**src/rtl/sweep_regfile_pkg.sv**
```systemverilog
package sweep_regfile_pkg;
  localparam int RESP_W = 64;
  localparam int CHAL_W = $clog2(RESP_W);
  localparam int EXP_W  = 4;

  // control -> datapath strobes
  typedef struct packed {
    logic              latch;
    logic              finish;
    logic [CHAL_W-1:0] idx;
  } ctlStrobe_t;

  // datapath -> control configuration
  typedef struct packed {
    logic              startGo;
    logic              sweep;
    logic [EXP_W-1:0]  cycExp;
    logic [CHAL_W:0]   chalMax;
    logic [CHAL_W-1:0] chal;
  } runCfg_t;
endpackage

```
**src/rtl/sweep_regfile_regs.sv**
```systemverilog
module sweep_regfile_regs
  import sweep_regfile_pkg::*;
#(
  parameter int ADDR_W = 6
) (
  input  logic              clk,
  input  logic              rstN,
  input  logic [ADDR_W-1:0] busAddr,
  input  logic [7:0]        busWdata,
  input  logic              busWe,
  output logic [7:0]        busRdata,
  input  ctlStrobe_t        strobe,
  input  logic              genBit,
  input  logic              busy,
  input  logic [CHAL_W-1:0] curIdx,
  output runCfg_t           cfg,
  output logic              doneO,
  output logic              irqO,
  output logic [7:0]        respLowO
);
  localparam int NBYTE  = RESP_W / 8;
  localparam int BSEL_W = $clog2(NBYTE);
  localparam int VEC_BASE = 4 + NBYTE;
  localparam logic [ADDR_W-1:0] A_CTRL = ADDR_W'(0);
  localparam logic [ADDR_W-1:0] A_CHAL = ADDR_W'(1);
  localparam logic [ADDR_W-1:0] A_CYC  = ADDR_W'(2);
  localparam logic [ADDR_W-1:0] A_MAX  = ADDR_W'(3);
  localparam logic [ADDR_W-1:0] A_RESP = ADDR_W'(4);
  localparam logic [ADDR_W-1:0] A_VEC  = ADDR_W'(VEC_BASE);
  localparam logic [ADDR_W-1:0] A_VEND = ADDR_W'(VEC_BASE + NBYTE);
  localparam logic [ADDR_W-1:0] A_STAT = ADDR_W'(30);
  localparam logic [ADDR_W-1:0] A_IDX  = ADDR_W'(31);
  localparam logic [ADDR_W-1:0] A_W1C  = ADDR_W'(32);

  logic              globalEn, memXorEn, irqEn;
  logic [CHAL_W-1:0] chalReg;
  logic [4:0]        cycReg;
  logic [CHAL_W:0]   maxReg;
  logic [RESP_W-1:0] resp;
  logic [RESP_W-1:0] vec;
  logic [7:0]        vecByte [NBYTE];
  logic              doneFlag, irqFlag;
  logic              wrCtrl, wrW1c, clearReq;
  logic [ADDR_W-1:0] respOff, vecOff;

  assign wrCtrl   = busWe && (busAddr == A_CTRL);
  assign wrW1c    = busWe && (busAddr == A_W1C);
  assign clearReq = wrCtrl && busWdata[4];

  assign cfg.startGo = wrCtrl && busWdata[1] && busWdata[0] && !busy;
  assign cfg.sweep   = cycReg[4];
  assign cfg.cycExp  = cycReg[EXP_W-1:0];
  assign cfg.chalMax = maxReg;
  assign cfg.chal    = chalReg;

  // configuration registers
  always_ff @(posedge clk or negedge rstN) begin
    if (!rstN) begin
      globalEn <= 1'b0;
      memXorEn <= 1'b0;
      irqEn    <= 1'b0;
      chalReg  <= '0;
      cycReg   <= '0;
      maxReg   <= (CHAL_W+1)'(RESP_W);
    end else if (busWe) begin
      if (busAddr == A_CTRL) begin
        globalEn <= busWdata[0];
        memXorEn <= busWdata[3];
        irqEn    <= busWdata[7];
      end
      if (busAddr == A_CHAL) chalReg <= busWdata[CHAL_W-1:0];
      if (busAddr == A_CYC)  cycReg  <= busWdata[4:0];
      if (busAddr == A_MAX)  maxReg  <= busWdata[CHAL_W:0];
    end
  end

  // host vector, one register per byte
  for (genvar g = 0; g < NBYTE; g++) begin : gVec
    always_ff @(posedge clk or negedge rstN) begin
      if (!rstN)
        vecByte[g] <= '0;
      else if (busWe && busAddr == ADDR_W'(VEC_BASE + g))
        vecByte[g] <= busWdata;
    end
    assign vec[g*8 +: 8] = vecByte[g];
  end

  // response store: clear wins over a bit latched on the same edge
  always_ff @(posedge clk or negedge rstN) begin
    if (!rstN)
      resp <= '0;
    else if (clearReq)
      resp <= '0;
    else if (strobe.latch)
      resp[strobe.idx] <= genBit ^ (memXorEn & vec[strobe.idx]);
  end

  // sticky flags: a set on the same edge wins over a clear
  always_ff @(posedge clk or negedge rstN) begin
    if (!rstN) begin
      doneFlag <= 1'b0;
      irqFlag  <= 1'b0;
    end else begin
      if (strobe.finish)              doneFlag <= 1'b1;
      else if (wrW1c && busWdata[6])  doneFlag <= 1'b0;
      if (strobe.finish && irqEn)     irqFlag  <= 1'b1;
      else if (wrW1c && busWdata[5])  irqFlag  <= 1'b0;
    end
  end

  assign respOff = busAddr - A_RESP;
  assign vecOff  = busAddr - A_VEC;

  always_comb begin
    busRdata = '0;
    if (busAddr == A_CTRL)
      busRdata = {irqEn, 3'b000, memXorEn, 2'b00, globalEn};
    else if (busAddr == A_CHAL)
      busRdata = 8'(chalReg);
    else if (busAddr == A_CYC)
      busRdata = 8'(cycReg);
    else if (busAddr == A_MAX)
      busRdata = 8'(maxReg);
    else if (busAddr >= A_RESP && busAddr < A_VEC)
      busRdata = resp[{respOff[BSEL_W-1:0], 3'b000} +: 8];
    else if (busAddr >= A_VEC && busAddr < A_VEND)
      busRdata = vec[{vecOff[BSEL_W-1:0], 3'b000} +: 8];
    else if (busAddr == A_STAT)
      busRdata = {busy, doneFlag, irqFlag, 5'b00000};
    else if (busAddr == A_IDX)
      busRdata = 8'(curIdx);
  end

  assign doneO    = doneFlag;
  assign irqO     = irqFlag;
  assign respLowO = resp[7:0];


  clear_zero_chk: assert property (@(posedge clk) disable iff (!rstN)
    clearReq |=> (resp == '0));

  done_source_chk: assert property (@(posedge clk) disable iff (!rstN)
    $rose(doneFlag) |-> $past(strobe.finish));

  irq_gate_chk: assert property (@(posedge clk) disable iff (!rstN)
    $rose(irqFlag) |-> $past(strobe.finish && irqEn));

  keep_other_chk: assert property (@(posedge clk) disable iff (!rstN)
    !strobe.latch && !clearReq |=> $stable(resp));
endmodule

```
**src/rtl/sweep_regfile_ctrl.sv**
```systemverilog
module sweep_regfile_ctrl
  import sweep_regfile_pkg::*;
#(
  parameter int EXP_MIN = 4,
  parameter int EXP_MAX = 12
) (
  input  logic              clk,
  input  logic              rstN,
  input  runCfg_t           cfg,
  output ctlStrobe_t        strobe,
  output logic              busy,
  output logic [CHAL_W-1:0] curIdx,
  output logic [CHAL_W-1:0] genChallenge,
  output logic              genClear
);
  localparam int CNT_W = EXP_MAX;

  logic [CNT_W-1:0]  winCnt;
  logic [CNT_W-1:0]  winEnd;
  logic [EXP_W-1:0]  expSnap;
  logic [EXP_W-1:0]  effExp;
  logic [CHAL_W:0]   effCount;
  logic [CHAL_W-1:0] lastIdx;
  logic              winLast;

  // clamp exponent and sweep length at start
  always_comb begin
    if (cfg.cycExp < EXP_W'(EXP_MIN))      effExp = EXP_W'(EXP_MIN);
    else if (cfg.cycExp > EXP_W'(EXP_MAX)) effExp = EXP_W'(EXP_MAX);
    else                                    effExp = cfg.cycExp;
    if (cfg.chalMax == '0)                         effCount = (CHAL_W+1)'(1);
    else if (cfg.chalMax > (CHAL_W+1)'(RESP_W))    effCount = (CHAL_W+1)'(RESP_W);
    else                                           effCount = cfg.chalMax;
  end

  assign winEnd  = CNT_W'((1 << expSnap) - 1);
  assign winLast = busy && (winCnt == winEnd);

  always_ff @(posedge clk or negedge rstN) begin
    if (!rstN) begin
      busy    <= 1'b0;
      curIdx  <= '0;
      lastIdx <= '0;
      winCnt  <= '0;
      expSnap <= EXP_W'(EXP_MIN);
    end else if (!busy) begin
      if (cfg.startGo) begin
        busy    <= 1'b1;
        winCnt  <= '0;
        expSnap <= effExp;
        curIdx  <= cfg.sweep ? '0 : cfg.chal;
        lastIdx <= cfg.sweep ? CHAL_W'(effCount - 1'b1) : cfg.chal;
      end
    end else if (winLast) begin
      winCnt <= '0;
      if (curIdx == lastIdx) busy   <= 1'b0;
      else                   curIdx <= curIdx + 1'b1;
    end else begin
      winCnt <= winCnt + 1'b1;
    end
  end

  assign strobe.latch  = winLast;
  assign strobe.finish = winLast && (curIdx == lastIdx);
  assign strobe.idx    = curIdx;
  assign genChallenge  = curIdx;
  assign genClear      = busy && (winCnt == '0);


  idle_hold_chk: assert property (@(posedge clk) disable iff (!rstN)
    !busy && !cfg.startGo |=> !busy);

  busy_drop_chk: assert property (@(posedge clk) disable iff (!rstN)
    $fell(busy) |-> $past(strobe.finish));

  idx_step_chk: assert property (@(posedge clk) disable iff (!rstN)
    strobe.latch && !strobe.finish |=> curIdx == $past(curIdx) + 1'b1);

  first_clear_chk: assert property (@(posedge clk) disable iff (!rstN)
    $rose(busy) |-> genClear);
endmodule

```
**src/rtl/sweep_regfile.sv**
```systemverilog
module sweep_regfile
  import sweep_regfile_pkg::*;
#(
  parameter int ADDR_W  = 6,
  parameter int EXP_MIN = 4,
  parameter int EXP_MAX = 12
) (
  input  logic              clk,
  input  logic              rstN,
  input  logic [ADDR_W-1:0] busAddr,
  input  logic [7:0]        busWdata,
  input  logic              busWe,
  output logic [7:0]        busRdata,
  input  logic              genBit,
  output logic [CHAL_W-1:0] genChallenge,
  output logic              genClear,
  output logic              busyO,
  output logic              doneO,
  output logic              irqO,
  output logic [7:0]        respLowO
);
  ctlStrobe_t        strobe;
  runCfg_t           cfg;
  logic              busy;
  logic [CHAL_W-1:0] curIdx;

  sweep_regfile_regs #(.ADDR_W(ADDR_W)) u_regs (
    .clk(clk), .rstN(rstN),
    .busAddr(busAddr), .busWdata(busWdata), .busWe(busWe), .busRdata(busRdata),
    .strobe(strobe), .genBit(genBit), .busy(busy), .curIdx(curIdx),
    .cfg(cfg), .doneO(doneO), .irqO(irqO), .respLowO(respLowO)
  );

  sweep_regfile_ctrl #(.EXP_MIN(EXP_MIN), .EXP_MAX(EXP_MAX)) u_ctrl (
    .clk(clk), .rstN(rstN), .cfg(cfg), .strobe(strobe),
    .busy(busy), .curIdx(curIdx),
    .genChallenge(genChallenge), .genClear(genClear)
  );

  assign busyO = busy;
endmodule

```
**config.mk**
```make
export PLATFORM = sky130hd
export DESIGN_NAME = sweep_regfile
export DESIGN_NICKNAME = d
export VERILOG_FILES = /design/src/rtl/sweep_regfile_pkg.sv /design/src/rtl/sweep_regfile_regs.sv /design/src/rtl/sweep_regfile_ctrl.sv /design/src/rtl/sweep_regfile.sv
export SDC_FILE = /design/constraint.sdc
export NUM_CORES = 1
export LEC_CHECK = 0
export ABC_AREA = 1
export BUFFER_PORTS_ARGS = -buffer_cell sky130_fd_sc_hd__buf_2
export CORE_MARGIN = 4
export CORE_UTILIZATION = 50
export CTS_CLUSTER_SIZE = 16
export DETAILED_ROUTE_END_ITERATION = 16
export MAX_ROUTING_LAYER = met4
export PLACE_DENSITY = 0.79
export SLEW_MARGIN = 20
export SYNTH_ARGS = -nofsm -noshare
export SYNTH_HDL_FRONTEND = slang
export SYNTH_SLANG_ARGS = --single-unit
```
**constraint.sdc**
```tcl
create_clock -name clk -period 2.6 [get_ports clk]
set_input_delay 0.52 -clock clk [delete_from_list [all_inputs] [get_ports clk]]
set_output_delay 0.52 -clock clk [all_outputs]
set_load 0.02 [all_outputs]
```
==> impl_metrics.py, run 1 <==
metrics = {
    "sta": {
        "min_period_ps": 2594,
        "slew_viol_final": 0,
        "rsz0062_at_grt": "true",
        "fmax_mhz": 385.6,
        "worst_pin_slew_ps": 832.1,
        "setup_violations": 0,
        "fin_skew_ps": 11.36,
        "whs_ps": 27.58,
        "fin_crit_sh_pct": 99.75,
        "slew_headroom_pct": 44.53,
        "hold_viol_final": 0,
    },
    "floorplan": {
        "start_util_pct": 50.81,
        "top_level_ports": 44,
        "die_w_um": 159.5,
        "die-area_sq_mm": 0.02543,
        "die_y_um": 159.5,
        "coreArea_sq_mm": 0.02257,
        "rows": 55,
    },
    "synth": {
        "synthCells": 1666,
        "ys_seq_area_share_pct": 39.29,
        "synth_top_area_share_pct": 38.83,
        "synth_top_area_cell": "dfrtp_1",
        "ys_async_sr_fraction_pct": 100.0,
        "synth_flop_cell": "dfrtp_1",
        "ys_ff_latch": 180,
        "ys_warn_count": 0,
        "syn_area_sq_mm": 0.01147,
        "synth_edf_count": 0,
        "ys_types": 43,
        "synthTopCellsByArea": "dfrtp_1 39%, nand2_1 18%, inv_1 7.2%",
        "yosys-top-cells-count": "549 x nand2_1, 220 x inv_1, 178 x dfrtp_1",
        "syn-num-nets": 1689,
        "yosysMostFrequentCell": "nand2_1",
        "syn_avg_cell_area_sq_um": 6.885,
    },
    "power": {
        "p_int_w": 0.005169,
        "vdd_drop_max_v": 0.0005350,
        "power_frac_comb_pct": 28.3,
        "leakage_nw": 7.231,
        "switching_share_pct": 38.80,
        "p_clk_share_pct": 30.7,
        "p_sw_w": 0.003277,
        "total_power_w": 0.008446,
        "seqPwrFrac_pct": 40.9,
        "power.density_mw_per_mm2": 627.2,
    },
    "clock_tree": {
        "cts_tree": "yes",
        "cts_buffers": 17,
        "clockBufferDepth": 2,
        "cts-root-buf": "clkbuf_16",
        "clkTransAtPathRegs_ps": 70,
        "cts_sinks": 180,
        "h-tree-depth": 4,
        "ctsHoldBuffers": 0,
        "clock_latency_ps": 450,
    },
    "worst_hold_path": {
        "worstHoldPathType": "in2async",
    },
    "grt": {
        "use_met1_pct": 38.28,
        "grtUsageMet3_pct": 5.203,
        "use_met2_pct": 46.35,
        "grt_pass1_wl_um": 58990,
        "busiest_layer": "met2",
        "grt_pass1_vias": 11050,
        "antenna_found_initial": 0,
        "grt_overflow": 0,
        "grt_max_degree": 73,
        "grt_usage_pct": 29.35,
    },
    "setup_path": {
        "arrival_ps": 2070,
        "crit_required_ps": 2080,
        "worst_path_largest_cell_delay_ps": 230,
        "critPathCaptureType": "output port",
        "crit_path_top_delay_cell": "o22ai_1",
        "cp-start-kind": "input port",
        "cp_num_buf_inv": 5,
        "crit_family": "buffers and inverters",
        "critical_path_class": "in2out",
        "crit_chain": "buf_2, nor2_1, inv_1, o22ai_1, buf_4, buf_12, nand3_1, nand2_1, a21oi_2, o21ai_2, buf_6",
        "crit_fanout": 5,
    },
    "routing": {
        "vias": 11760,
        "dr.first_iter.drc_count": 1422,
        "first_pass_iters": 7,
        "remaining_drc_errors": 0,
        "ant_nets": 0,
        "viasPerCell": 5.798,
        "wirelength_um": 37390,
        "post_drt_wl_per_cell_um": 18.44,
    },
    "placed_design": {
        "gp_congestion": 0.9660,
        "io_buffers": 43,
        "dp_hpwl_um": 25350,
    },
    "layout": {
        "multi_input_area_sq_mm": 0.005786,
        "diodes": 0,
        "fill_cells": 2005,
        "syn_to_final_growth_pct": 17.41,
        "final-seq-area_sq_mm": 0.004508,
        "drive_above_1_share_pct": 16.58,
        "final_net_count": 1753,
    },
    "job": {
        "drv_cap": 0,
    },
    "status": {
        "status": "complete, no violations",
    },
}
-- what timing repair did --
action | 4_1_cts | 5_1_grt
cloned | 0 | 9
resized for setup | 20 | 79
pin swaps | 3 | 53
endpoints found under the setup margin | 21 | 89
setup buffers | 2 | 13
-- layer usage --
metal | vias to the layer above | share of wire (%)
li1 | 5499 | -
met1 | 5454 | 40
met2 | 666 | 47
met3 | 140 | 8.8
met4 | 0 | 4.0
met5 | - | 0
-- cell type report --
cell class	instances	share of cell area, %
Clock buffer	18	3.261
Clock inverter	14	1.022
Inverter	233	6.532
Multi-Input combinational cell	1157	42.96
Sequential cell	180	33.48
Tap cell	285	2.648
Timing Repair Buffer	141	10.10
-- path summary, 6_finish.rpt --
path                                                from                          end  slack (ps)  depth (start not counted)
max in group asynchronous                           rstN    u_regs.vec[6]$_DFFE_PN0P_        1800                          2
max                                           busAddr[4]                  busRdata[5]           6                         11
min in group clk                             busWdata[0]  u_regs.globalEn$_DFFE_PN0P_         320                          3
max reg2reg                u_ctrl.expSnap[3]$_DFFE_PN0P_  u_regs.resp[16]$_DFFE_PN0P_          70                         17
min                                                 rstN  u_regs.resp[34]$_DFFE_PN0P_          30                          1
min reg2reg                   u_regs.vec[18]$_DFFE_PN0P_   u_regs.vec[18]$_DFFE_PN0P_         490                          2
-- state kept, by name (all words and copies together), names as in the netlist --
| name | count |
|---|---|
| u_ctrl.winCnt | 12 |
| u_regs.irqEn | 1 |
| u_ctrl.curIdx | 6 |
| u_regs.memXorEn | 1 |
| u_regs.chalReg | 6 |
| u_ctrl.expSnap | 4 |
| u_regs.globalEn | 1 |
| u_regs.resp | 64 |
| u_ctrl.busy | 1 |
| u_regs.vec | 64 |
| u_regs.cycReg | 5 |
| u_ctrl.lastIdx | 6 |
| u_regs.irqO | 1 |
| u_regs.doneO | 1 |
| u_regs.maxReg | 7 |
-- placed cells by master (no fill, tap or decap), drive strengths merged --
cell type	count
o2111ai	4
clkinvlp	2
o21bai	1
xnor2	1
nor2	131
a22oi	10
dfrtp	178
inv	237
buf	136
o21a	2
nand3	44
nor4	1
clkinv	8
a21oi	91
o31ai	3
o311ai	1
or2	4
a221oi	2
o22ai	44
o21ai	141
nor3	15
a211oi	1
o22a	1
nand4	79
nand2	553
a21boi	1
o211ai	3
dfstp	2
xor2	12
o221ai	4
clkbuf	23
a31oi	3
ha	5
-- worst reg2reg max path, cell delays in order, from the launching register on --
cell and delay (ps):
dfrtp_1 410, nor2_4 130, nand3_2 100, ha_4 300, inv_2 30, nand2_1 50, nand2_1 50, nor2_1 130
nand3_1 90, nor2_1 90, nand2_1 90, nor2_4 190, clkbuf_16 210, clkbuf_16 160, nand4_1 130, nand2_1 130
nand2_1 70, a21oi_2 110
-- power by group through the flow --
stage	Clock [W]	Sequential, W	Combinational, W
2_1_floorplan	0	0.00336	0.00157
3_3_place_gp	0	0.00349	0.00220
3_5_place_dp	0	0.00349	0.00224
4_1_cts	0.00259	0.00344	0.00226
5_1_grt	0.00274	0.00349	0.00263
6_report	0.00260	0.00346	0.00239
-- per-stage QoR --
step / util (%) / instance area [sq um] / setup slack, ps / cells / setup TNS [ps]
finish: 59.66 / 13470 / 6.404 / 2028 / 0
global route: 59.66 / 13470 / -92.70 / 2028 / -2269
CTS: 57.23 / 12920 / 3.035 / 2006 / 0
detailed placement: 54.31 / 12260 / -114.6 / 1972 / -614.8
global placement: 54.31 / 12260 / -75.41 / 1972 / -315.1
floorplan: - / 11470 / 61.57 / 1666 / 0
-- cell families (layout without fill, tap and decap cells) --
logic type               Yosys count  in the layout  synth area share [%]
AO/OA/AOI/OAI                    312            312                 15.44
XOR/XNOR                          13             13                0.9927
adder cells (fa/ha/maj)            5              5                0.5454
buffers and inverters            330            406                 12.37
flip-flops                       180            180                 39.29
AND/OR/NAND/NOR                  826            827                 31.36
No activity file was read; power rests on OpenSTA's default activity.
==> inputs of run 2 (changes only) <==
CTS_BUF_LIST = sky130_fd_sc_hd__clkbuf_2 sky130_fd_sc_hd__clkbuf_4 sky130_fd_sc_hd__clkbuf_8   (was unset)
clock period = 2.58 ns   (was 2.6 ns; I/O delays follow)
==> run 2 against run 1 <==
Against the previous run:
- via count grew 1.2%
- global-route usage is 0.083 points lower
- final cell count is 0.89% higher
- clock-buffer cell count is 1 lower
- routed wire length up 0.56%
- total power shrank 5.9%
- sequential power is essentially flat
- register-to-register slack worse by 30 ps
- clock power down 24%
==> impl_metrics.py, run 2 (synthesis gave the netlist of run 1 again) <==
metrics = {
    "worst_hold_path": {
        "worstHoldPathType": "in2reg",
        "whs_path_depth": 3,
        "hold-path-endpoint": "u_regs.globalEn$_DFFE_PN0P_",
        "min_from": "busWdata[0]",
    },
    "setup_path": {
        "crit_required_ps": 2060,
        "worst_path_largest_cell_delay_ps": 190,
        "timing.rr.start": "u_ctrl.expSnap[3]$_DFFE_PN0P_",
        "cp-start-kind": "input port",
        "crit_family": "buffers and inverters",
        "reg2reg_depth": 18,
        "crit_path_top_delay_cell": "a21oi_2",
        "critical_path_class": "in2out",
        "arrival_ps": 2020,
        "cp.depth": 12,
        "crit_chain": "buf_6, buf_6, nor2_4, clkinv_4, buf_4, o22ai_1, o21ai_0, nand3_1, nand3_1, a21oi_2, a21oi_2, buf_4",
        "r2r_end": "u_regs.resp[39]$_DFFE_PN0P_",
        "crit_fanout": 7,
        "r2r_slack_ps": 40,
        "critPathCaptureType": "output port",
        "cp_num_buf_inv": 5,
        "critPathLaunch": "busAddr[1]",
    },
    "sta": {
        "slew_headroom_pct": 48.59,
        "fmax_mhz": 393.9,
        "fin_skew_ps": 23.77,
        "worst_pin_slew_ps": 771.2,
        "hold_viol_final": 0,
        "rsz0062_at_grt": "true",
        "min_period_ps": 2538,
        "fin_crit_sh_pct": 98.39,
        "slew_viol_final": 0,
        "setup_violations": 0,
    },
    "grt": {
        "grt_pass1_wl_um": 58470,
        "antenna_found_initial": 1,
        "grt_pass1_vias": 10920,
        "grt_usage_pct": 29.26,
        "grt_overflow": 0,
        "grt_max_degree": 91,
    },
    "routing": {
        "first_pass_iters": 7,
        "met1_length_um": 14950,
        "wl_met2_um": 17540,
        "wirelength_um": 37600,
        "ant_nets": 0,
        "wl_met3_um": 3169,
        "vias": 11900,
        "viasPerCell": 5.814,
        "dr.first_iter.drc_count": 1431,
        "top_layer": "met4",
        "remaining_drc_errors": 0,
        "post_drt_wl_per_cell_um": 18.38,
    },
    "layout": {
        "syn_to_final_growth_pct": 18.05,
        "fill_cells": 2046,
        "drive_above_1_share_pct": 19.78,
        "multi_input_area_sq_mm": 0.005956,
        "final_net_count": 1769,
        "final-seq-area_sq_mm": 0.004508,
        "fin_area_sq_mm": 0.01354,
        "utilization_pct": 59.99,
        "final_common_cell": "nand2_1",
        "layout_common_cells": "531 x nand2_1, 214 x inv_1, 177 x dfrtp_1, 116 x o21ai_0, 115 x nor2_1",
    },
    "floorplan": {
        "rows": 55,
        "coreArea_sq_mm": 0.02257,
        "die_y_um": 159.5,
        "start_util_pct": 50.81,
        "die_w_um": 159.5,
        "die-area_sq_mm": 0.02543,
        "top_level_ports": 44,
    },
    "placed_design": {
        "gp_congestion": 0.9849,
        "placed_area_sq_mm": 0.01230,
        "io_buffers": 43,
        "dp_hpwl_um": 25940,
    },
    "status": {
        "status": "complete, no violations",
    },
    "power": {
        "power.density_mw_per_mm2": 586.9,
        "leakage_nw": 7.244,
        "vdd_drop_max_v": 0.0004515,
    },
    "job": {
        "drv_cap": 0,
    },
    "clock_tree": {
        "h-tree-depth": 4,
        "clockBufferDepth": 2,
        "cts_tree": "yes",
        "cts_buffers": 17,
        "cts-root-buf": "clkbuf_8",
        "clkTransAtPathRegs_ps": 100,
        "clock_latency_ps": 500,
        "cts_sinks": 180,
    },
}
## run 2: changes by cell type in the layout (fill, tap and decap cells not counted), sizes merged, moves of 2 or more
cell / before / now
clkinvlp: 2 / 0
buf: 136 / 154
diode: 0 / 2
clkinv: 8 / 10
clkbuf: 23 / 20
## run 2: layout make-up
type / count / area share, %
Sequential cell: 180 / 33.29
Antenna cell: 2 / 0.03696
Clock buffer: 17 / 1.728
Inverter: 233 / 6.496
Clock inverter: 15 / 1.127
Tap cell: 285 / 2.634
Multi-Input combinational cell: 1156 / 43.98
Timing Repair Buffer: 158 / 10.70
## run 2: worst max path at each step
stage,slack [ps],endpoint
after floorplan,50,busRdata[5]
after global placement,-120,busRdata[0]
after detailed placement,-120,busRdata[0]
after CTS,0.3,busRdata[5]
after global routing,-230,u_regs.resp[14]$_DFFE_PN0P_
final,40,busRdata[6]
## run 2: worst reg2reg max path: stages (launching register included)
cell and delay (ps):
dfrtp_1 420, nor2_4 160, nand3_2 120, ha_4 290, inv_2 30, nand2_2 40
nand2_2 50, nor2_2 70, nand3_1 70, nor2_1 110, nand2_1 90, nor2_4 190
buf_6 140, clkbuf_16 130, buf_6 100, nand4_2 100, nand2_1 110, nand2_1 60
a21oi_1 140
## run 2: what timing repair did
item,in CTS,in global routing
pin swaps,3,45
buffers inserted,8,20
resized for setup,18,137
endpoints found under the setup margin,10,82
gates cloned,0,4
hold buffers,1,0
hold endpoints to repair,1,0
## run 2: routing by layer
metal,vias up,GRT usage [%]
li1,5503,-
met1,5620,37.29
met2,622,45.63
met3,151,5.126
met4,0,13.77
met5,-,-
## run 2: where the power goes
part	switching [W]	internal, W	total (W)
Combinational	0.00168	0.000819	0.00250
Clock	0.00124	0.000732	0.00197
Sequential	0.000352	0.00312	0.00348
## run 2: metrics by stage
stage	setup TNS [ps]	std cells	power (W)	worst slack (ps)	hold slack, ps
global placement	-398.0	1979	0.005765	-117.0	311.6
global route	-11180	2045	0.008370	-233.9	290.3
finish	0	2046	0.007947	41.54	272.8
detailed placement	-558.1	1979	0.005811	-119.5	307.2
floorplan	0	1666	0.004969	49.57	220.4
CTS	0	2020	0.007780	0.3191	264.4
